==> src/rtl/aerc_pkg.sv <==
package aerc_pkg;

    typedef enum logic [1:0] {
        MODE_CONV   = 2'b00,
        MODE_SPLIT  = 2'b01,
        MODE_SPLIT2 = 2'b10,
        MODE_SPLITX = 2'b11
    } bus_mode_e;

    localparam int NFLAG = 3;

    // status bit positions
    localparam int ST_SERR = 0;
    localparam int ST_ADDR = 1;
    localparam int ST_PAR  = 2;

    // interrupt-status bit positions
    localparam int IS_SERR_ASRT = 0;
    localparam int IS_SERR_DET  = 1;
    localparam int IS_PAR       = 2;

    // register indices
    localparam logic [2:0] RI_STAT   = 3'd0;
    localparam logic [2:0] RI_INT    = 3'd1;
    localparam logic [2:0] RI_LOGCTL = 3'd2;
    localparam logic [2:0] RI_LOGA1  = 3'd3;
    localparam logic [2:0] RI_LOGA2  = 3'd4;
    localparam logic [2:0] RI_LOGAT  = 3'd5;

    // log-control bit positions
    localparam int LC_VALID  = 0;
    localparam int LC_MISSED = 1;

endpackage

==> src/rtl/aerc_decide.sv <==
module aerc_decide
    import aerc_pkg::*;
(
    input  logic       err_strobe,
    input  logic [1:0] bus_mode,
    input  logic       perr_resp_en,
    input  logic       serr_en,
    output logic       devsel_block,
    output logic       fwd_inhibit,
    output logic       serr_fire,
    output logic       log_capture
);

    logic is_conv;
    logic respond;

    always_comb begin
        is_conv      = (bus_mode == MODE_CONV);
        respond      = err_strobe && perr_resp_en;
        devsel_block = respond && is_conv;
        fwd_inhibit  = respond && !is_conv;
        serr_fire    = respond && serr_en;
        log_capture  = err_strobe && (bus_mode == MODE_SPLIT2);
    end

endmodule

==> src/rtl/aerc_flags.sv <==
module aerc_flags
    import aerc_pkg::*;
(
    input  logic             clk,
    input  logic             rst_n,
    input  logic             err_strobe,
    input  logic             serr_fire,
    input  logic             serr_det_ie,
    input  logic             serr_irq_mask,
    input  logic             perr_irq_mask,
    input  logic [NFLAG-1:0] clr_stat,
    input  logic [NFLAG-1:0] clr_int,
    output logic [NFLAG-1:0] stat_q,
    output logic [NFLAG-1:0] int_q,
    output logic             serr_n
);

    typedef struct packed {
        logic [NFLAG-1:0] stat;
        logic [NFLAG-1:0] intr;
        logic             serr;
    } flag_t;

    flag_t st_d, st_q;
    logic [NFLAG-1:0] stat_set;
    logic [NFLAG-1:0] int_set;

    always_comb begin
        stat_set               = '0;
        stat_set[ST_SERR]      = serr_fire;
        stat_set[ST_ADDR]      = err_strobe;
        stat_set[ST_PAR]       = err_strobe;

        int_set                = '0;
        int_set[IS_SERR_ASRT]  = serr_fire && !serr_irq_mask;
        int_set[IS_SERR_DET]   = serr_fire && serr_det_ie;
        int_set[IS_PAR]        = err_strobe && !perr_irq_mask;

        st_d = st_q;
        for (int i = 0; i < NFLAG; i++) begin
            // a set in the same cycle as a clear wins
            st_d.stat[i] = (st_q.stat[i] && !clr_stat[i]) || stat_set[i];
            st_d.intr[i] = (st_q.intr[i] && !clr_int[i])  || int_set[i];
        end
        st_d.serr = serr_fire;
    end

    always_ff @(posedge clk or negedge rst_n) begin
        if (!rst_n) st_q <= '0;
        else        st_q <= st_d;
    end

    assign stat_q = st_q.stat;
    assign int_q  = st_q.intr;
    assign serr_n = !st_q.serr;

endmodule

==> src/rtl/aerc_log.sv <==
module aerc_log #(
    parameter int ADDR_W = 32,
    parameter int ATTR_W = 32
) (
    input  logic              clk,
    input  logic              rst_n,
    input  logic              capture,
    input  logic              clear,
    input  logic [ADDR_W-1:0] addr_lo,
    input  logic [ADDR_W-1:0] addr_hi,
    input  logic [ATTR_W-1:0] attr,
    output logic              valid,
    output logic              missed,
    output logic [ADDR_W-1:0] first_q,
    output logic [ADDR_W-1:0] second_q,
    output logic [ATTR_W-1:0] attr_q
);

    typedef struct packed {
        logic              valid;
        logic              missed;
        logic [ADDR_W-1:0] first;
        logic [ADDR_W-1:0] second;
        logic [ATTR_W-1:0] attr;
    } log_t;

    log_t lg_d, lg_q;
    logic free;

    always_comb begin
        lg_d = lg_q;
        free = !lg_q.valid || clear;
        if (clear) begin
            lg_d.valid  = 1'b0;
            lg_d.missed = 1'b0;
        end
        if (capture) begin
            if (free) begin
                lg_d.first  = addr_lo;
                lg_d.second = addr_hi;
                lg_d.attr   = attr;
                lg_d.valid  = 1'b1;
            end else begin
                lg_d.missed = 1'b1;
            end
        end
    end

    always_ff @(posedge clk or negedge rst_n) begin
        if (!rst_n) lg_q <= '0;
        else        lg_q <= lg_d;
    end

    assign valid    = lg_q.valid;
    assign missed   = lg_q.missed;
    assign first_q  = lg_q.first;
    assign second_q = lg_q.second;
    assign attr_q   = lg_q.attr;

endmodule

==> src/rtl/addr_err_resp.sv <==
module addr_err_resp
    import aerc_pkg::*;
#(
    parameter int ADDR_W = 32,
    parameter int ATTR_W = 32,
    parameter int DATA_W = 32
) (
    input  logic              clk,
    input  logic              rst_n,
    input  logic [1:0]        bus_mode,
    input  logic              err_strobe,
    input  logic [ADDR_W-1:0] err_addr_lo,
    input  logic [ADDR_W-1:0] err_addr_hi,
    input  logic [ATTR_W-1:0] err_attr,
    input  logic              perr_resp_en,
    input  logic              serr_en,
    input  logic              serr_det_ie,
    input  logic              serr_irq_mask,
    input  logic              perr_irq_mask,
    input  logic              reg_wr,
    input  logic [2:0]        reg_addr,
    input  logic [DATA_W-1:0] reg_wdata,
    output logic [DATA_W-1:0] reg_rdata,
    output logic              devsel_block,
    output logic              fwd_inhibit,
    output logic              serr_n,
    output logic              irq
);

    logic             serr_fire;
    logic             log_capture;
    logic             log_clear;
    logic [NFLAG-1:0] clr_stat;
    logic [NFLAG-1:0] clr_int;
    logic [NFLAG-1:0] stat_q;
    logic [NFLAG-1:0] int_q;
    logic             log_valid;
    logic             log_missed;
    logic [ADDR_W-1:0] log_first;
    logic [ADDR_W-1:0] log_second;
    logic [ATTR_W-1:0] log_attr;
    logic             unused_wdata;

    assign unused_wdata = ^reg_wdata[DATA_W-1:NFLAG];

    aerc_decide u_decide (
        .err_strobe   (err_strobe),
        .bus_mode     (bus_mode),
        .perr_resp_en (perr_resp_en),
        .serr_en      (serr_en),
        .devsel_block (devsel_block),
        .fwd_inhibit  (fwd_inhibit),
        .serr_fire    (serr_fire),
        .log_capture  (log_capture)
    );

    always_comb begin
        clr_stat  = (reg_wr && reg_addr == RI_STAT) ? reg_wdata[NFLAG-1:0] : '0;
        clr_int   = (reg_wr && reg_addr == RI_INT)  ? reg_wdata[NFLAG-1:0] : '0;
        log_clear = reg_wr && (reg_addr == RI_LOGCTL) && reg_wdata[LC_VALID];
    end

    aerc_flags u_flags (
        .clk           (clk),
        .rst_n         (rst_n),
        .err_strobe    (err_strobe),
        .serr_fire     (serr_fire),
        .serr_det_ie   (serr_det_ie),
        .serr_irq_mask (serr_irq_mask),
        .perr_irq_mask (perr_irq_mask),
        .clr_stat      (clr_stat),
        .clr_int       (clr_int),
        .stat_q        (stat_q),
        .int_q         (int_q),
        .serr_n        (serr_n)
    );

    aerc_log #(
        .ADDR_W (ADDR_W),
        .ATTR_W (ATTR_W)
    ) u_log (
        .clk      (clk),
        .rst_n    (rst_n),
        .capture  (log_capture),
        .clear    (log_clear),
        .addr_lo  (err_addr_lo),
        .addr_hi  (err_addr_hi),
        .attr     (err_attr),
        .valid    (log_valid),
        .missed   (log_missed),
        .first_q  (log_first),
        .second_q (log_second),
        .attr_q   (log_attr)
    );

    always_comb begin
        reg_rdata = '0;
        case (reg_addr)
            RI_STAT:   reg_rdata[NFLAG-1:0] = stat_q;
            RI_INT:    reg_rdata[NFLAG-1:0] = int_q;
            RI_LOGCTL: begin
                reg_rdata[LC_VALID]  = log_valid;
                reg_rdata[LC_MISSED] = log_missed;
            end
            RI_LOGA1:  reg_rdata = DATA_W'(log_first);
            RI_LOGA2:  reg_rdata = DATA_W'(log_second);
            RI_LOGAT:  reg_rdata = DATA_W'(log_attr);
            default:   reg_rdata = '0;
        endcase
    end

    assign irq = |int_q;

endmodule

==> config.mk <==
export PLATFORM = sky130hd
export DESIGN_NAME = addr_err_resp
export DESIGN_NICKNAME = d
export VERILOG_FILES = /design/src/rtl/aerc_pkg.sv /design/src/rtl/aerc_decide.sv /design/src/rtl/aerc_flags.sv /design/src/rtl/aerc_log.sv /design/src/rtl/addr_err_resp.sv
export SDC_FILE = /design/constraint.sdc
export NUM_CORES = 1
export LEC_CHECK = 0
export BUFFER_PORTS_ARGS = -buffer_cell sky130_fd_sc_hd__buf_4
export CORE_MARGIN = 2
export CORE_UTILIZATION = 54
export DETAILED_ROUTE_END_ITERATION = 7
export HOLD_SLACK_MARGIN = 0.06
export MAX_ROUTING_LAYER = met4
export PLACE_DENSITY_LB_ADDON = 0.15
export SYNTH_ARGS = -nofsm -noshare
export SYNTH_HDL_FRONTEND = slang
export SYNTH_HIERARCHICAL = 1
export SYNTH_SLANG_ARGS = --single-unit
==> constraint.sdc <==
create_clock -name clk -period 1.9 [get_ports clk]
set_input_delay 0.095 -clock clk [delete_from_list [all_inputs] [get_ports clk]]
set_output_delay 0.095 -clock clk [all_outputs]
set_load 0.005 [all_outputs]
==> flow_metrics.py <==
metrics = {
    "run_status": {
        "status": "completed",
    },
    "floorplanning": {
        "start_util_pct": 55.1,
        "num_rows": 35,
        "dieArea_sq_um": 10100,
        "io_pins": 178,
        "die_h_um": 100,
        "coreArea_sq_um": 9110,
        "die_w_um": 100,
    },
    "logic_synthesis": {
        "avgSynthCellArea_sq_um": 13.4,
        "syn_area_sq_um": 5020,
        "ys_ff_latch": 105,
        "ys_types": 34,
        "yosysSeqAreaShare_pct": 52.4,
        "yosysWarnings": 6,
        "syn_nets": 517,
        "netlist_instances": 375,
    },
    "sta": {
        "fmax_ghz": 0.552,
        "maxSlewHeadroom_pct": 57.9,
        "period_share_pct": 95.3,
        "tns_ns": 0,
        "rsz0062_at_grt": "false",
        "holdWs_ns": 0.0877,
        "drv_slew": 0,
        "fin_crit_ns": 1.81,
        "skew_ns": 0.0106,
        "setup_viol": 0,
        "tightest_slew_ns": 0.631,
        "final-hold-violation-count": 0,
    },
    "power_and_ir_drop": {
        "power_density_nw_per_um2": 920,
        "p_leak_nw": 3.64,
        "ir_drop_mv": 0.527,
    },
    "run": {
        "maxCapViolCount": 0,
    },
    "grt": {
        "antenna_found_initial": 0,
        "grt_max_degree": 97,
        "grt_pass1_vias": 4276,
        "grtUsageMet3_pct": 4.60,
        "grtUsageMet1_pct": 32.6,
        "gr-usage-met2_pct": 44.5,
        "grt_overflow": 0,
        "busiest_layer": "met2",
        "grt_first_pass_wirelength_mm": 20.3,
        "grt_usage_pct": 26.7,
    },
    "routing": {
        "drcViolationCount": 0,
        "antenna_left": 0,
        "wl_mm": 12.5,
        "vias": 3820,
        "drt_iter0_drc": 142,
        "firstDrtPassIters": 4,
        "vias_per_cell": 5.20,
        "wire_per_inst_um": 16.9,
    },
    "placed_design": {
        "dp_hpwl_mm": 7.14,
        "io_buffers": 148,
        "place.gp.congestion": 0.781,
        "dp.cells": 614,
    },
    "clocking": {
        "numCtsBuffers": 9,
        "cts_sinks": 105,
        "root_buffer": "clkbuf_8",
        "path_clk_slew_ns": 0.10,
        "cts_resized": 0,
        "holdBufCountCts": 104,
        "h-tree-depth": 3,
        "postCtsSetupRepairBufs": 0,
        "clk_path_buf_depth": 2,
        "clk_latency_ns": 0.37,
        "cts_tree": "yes",
    },
    "finish": {
        "nNetsFinal": 760,
        "final_util_pct": 81.0,
        "fin_cells": 735,
        "synthToLayoutAreaGrowth_pct": 47.0,
        "drive_above_1_share_pct": 44.6,
        "nFillCells": 531,
    },
    "worst_setup_path": {
        "cp_max_fo": 96,
        "setup.worst_path.start_class": "primary input",
        "worstPathRequired_ns": 2.16,
        "crit_path_end_kind": "register",
        "arrival_ns": 2.07,
        "critPathKind": "primary input to register",
    },
    "hold_path": {
        "holdCritPathClass": "primary input to register",
    },
}
## flip-flops by register name, summed over array words and instances, names as in the netlist
| signal | cells |
|---|---|
| u_flags/st_q | 1 |
| u_log/attr_q | 32 |
| u_log/second_q | 32 |
| u_flags/int_q | 3 |
| u_log/missed | 1 |
| u_flags/stat_q | 3 |
| u_log/first_q | 32 |
| u_log/valid | 1 |
## cell usage after synthesis
| cell type | number | area, sq um |
|---|---|---|
| nand2b_1 | 3 | 18.8 |
| nor2_1 | 6 | 22.5 |
| dfrtp_1 | 105 | 2630 |
| o21ai_1 | 6 | 30.0 |
| mux2_4 | 41 | 616 |
| buf_1 | 1 | 3.75 |
| o22ai_1 | 1 | 6.26 |
| o22ai_2 | 2 | 25.0 |
| and2b_1 | 1 | 7.51 |
| nand2_1 | 33 | 124 |
| and3b_1 | 1 | 8.76 |
| a21oi_1 | 2 | 10.0 |
| o21ai_0 | 28 | 140 |
| o211a_1 | 1 | 10.0 |
| a211o_1 | 1 | 8.76 |
| and4bb_2 | 1 | 12.5 |
| nor3_1 | 4 | 20.0 |
| and3_1 | 1 | 6.26 |
| and3b_2 | 1 | 10.0 |
| nand2b_4 | 1 | 13.8 |
| o21a_1 | 2 | 15.0 |
| buf_4 | 9 | 67.6 |
| buf_6 | 10 | 113 |
| buf_2 | 6 | 30.0 |
| nand2_2 | 1 | 6.26 |
| clkbuf_1 | 3 | 11.3 |
| mux2_2 | 56 | 631 |
| mux2i_1 | 33 | 330 |
| nand3_1 | 2 | 10.0 |
| or3_1 | 1 | 6.26 |
| mux4_2 | 1 | 22.5 |
| inv_1 | 9 | 33.8 |
| inv_2 | 1 | 3.75 |
| a221oi_2 | 1 | 15.0 |
## stage by stage
stage	setup slack (ns)	area [sq um]	power (W)
floorplan	0.367	5020	0.00463
global placement	0.220	6150	0.00519
detailed placement	0.192	6150	0.00530
CTS	0.169	7370	0.00677
global route	0.0891	7370	0.00719
finish	0.0898	7380	0.00679
## worst max-delay path, stage by stage
cell and delay [ns]:
dlygate4sd3_1 0.54, buf_4 0.15, and3b_2 0.24, nand2_4 0.07
buf_12 0.45, mux2_2 0.41
## where the power goes
group / internal, W / switching (W)
combinational: 0.00139 / 0.000641
clock: 0.000520 / 0.000772
sequential: 0.00303 / 0.000437
total: 0.00494 / 0.00185
## placed cells by master, fill, tap and decap left out, drive strengths merged
cell type,instances
diode,1
nand2b,4
clkbuf,11
o211a,1
mux2,97
o21ai,34
o21a,2
dlygate4sd3,104
or3,1
nand3,2
nor3,4
and4bb,1
a211o,1
mux2i,33
clkinvlp,3
a221oi,1
buf,157
and3,1
and2b,1
a21oi,2
nor2,6
inv,11
nand2,34
o22ai,3
dfrtp,105
mux4,1
clkinv,1
and3b,2
## per-layer routing
layer,vias up,wire length (um)
li1,1785,-
met1,1889,5260
met2,122,6410
met3,24,549
met4,0,233
met5,-,0
## area by class of cell
class,instances,area [sq um],area share [%]
sequential,105,2630,35.6
timing repair buffer,261,2260,30.6
multi-input combinational,231,2130,28.9
clock buffer,11,141,1.92
tap,111,139,1.88
clock inverter,5,40.0,0.543
inverter,10,37.5,0.509
antenna,1,2.50,0.0339
## kinds of logic (layout without fill, tap and decap cells)
family / Yosys count / in the layout / synth area share, %
flops: 105 / 105 / 52.4
simple gates: 56 / 56 / 5.31
compound gates: 44 / 44 / 5.19
other cells: 0 / 1 / 0
buf+inv: 39 / 287 / 5.24
mux: 131 / 131 / 31.9
## path summary, 6_finish.rpt
check                                    endpoint               from  depth (start not counted)  slack, ns
min in group asynchronous         u_flags/st_q[0]              rst_n                          2       0.17
max in group asynchronous         u_log/attr_q[7]              rst_n                          3       1.08
worst min register to register  u_log/second_q[9]  u_log/second_q[9]                          1       0.51
worst min-delay path              u_flags/st_q[0]       perr_resp_en                          2       0.09
worst max-delay path             u_log/attr_q[14]         err_strobe                          6       0.09
worst max register to register   u_log/attr_q[14]        u_log/valid                          4       0.25
Note: power is estimated with default switching activity, not from simulation.
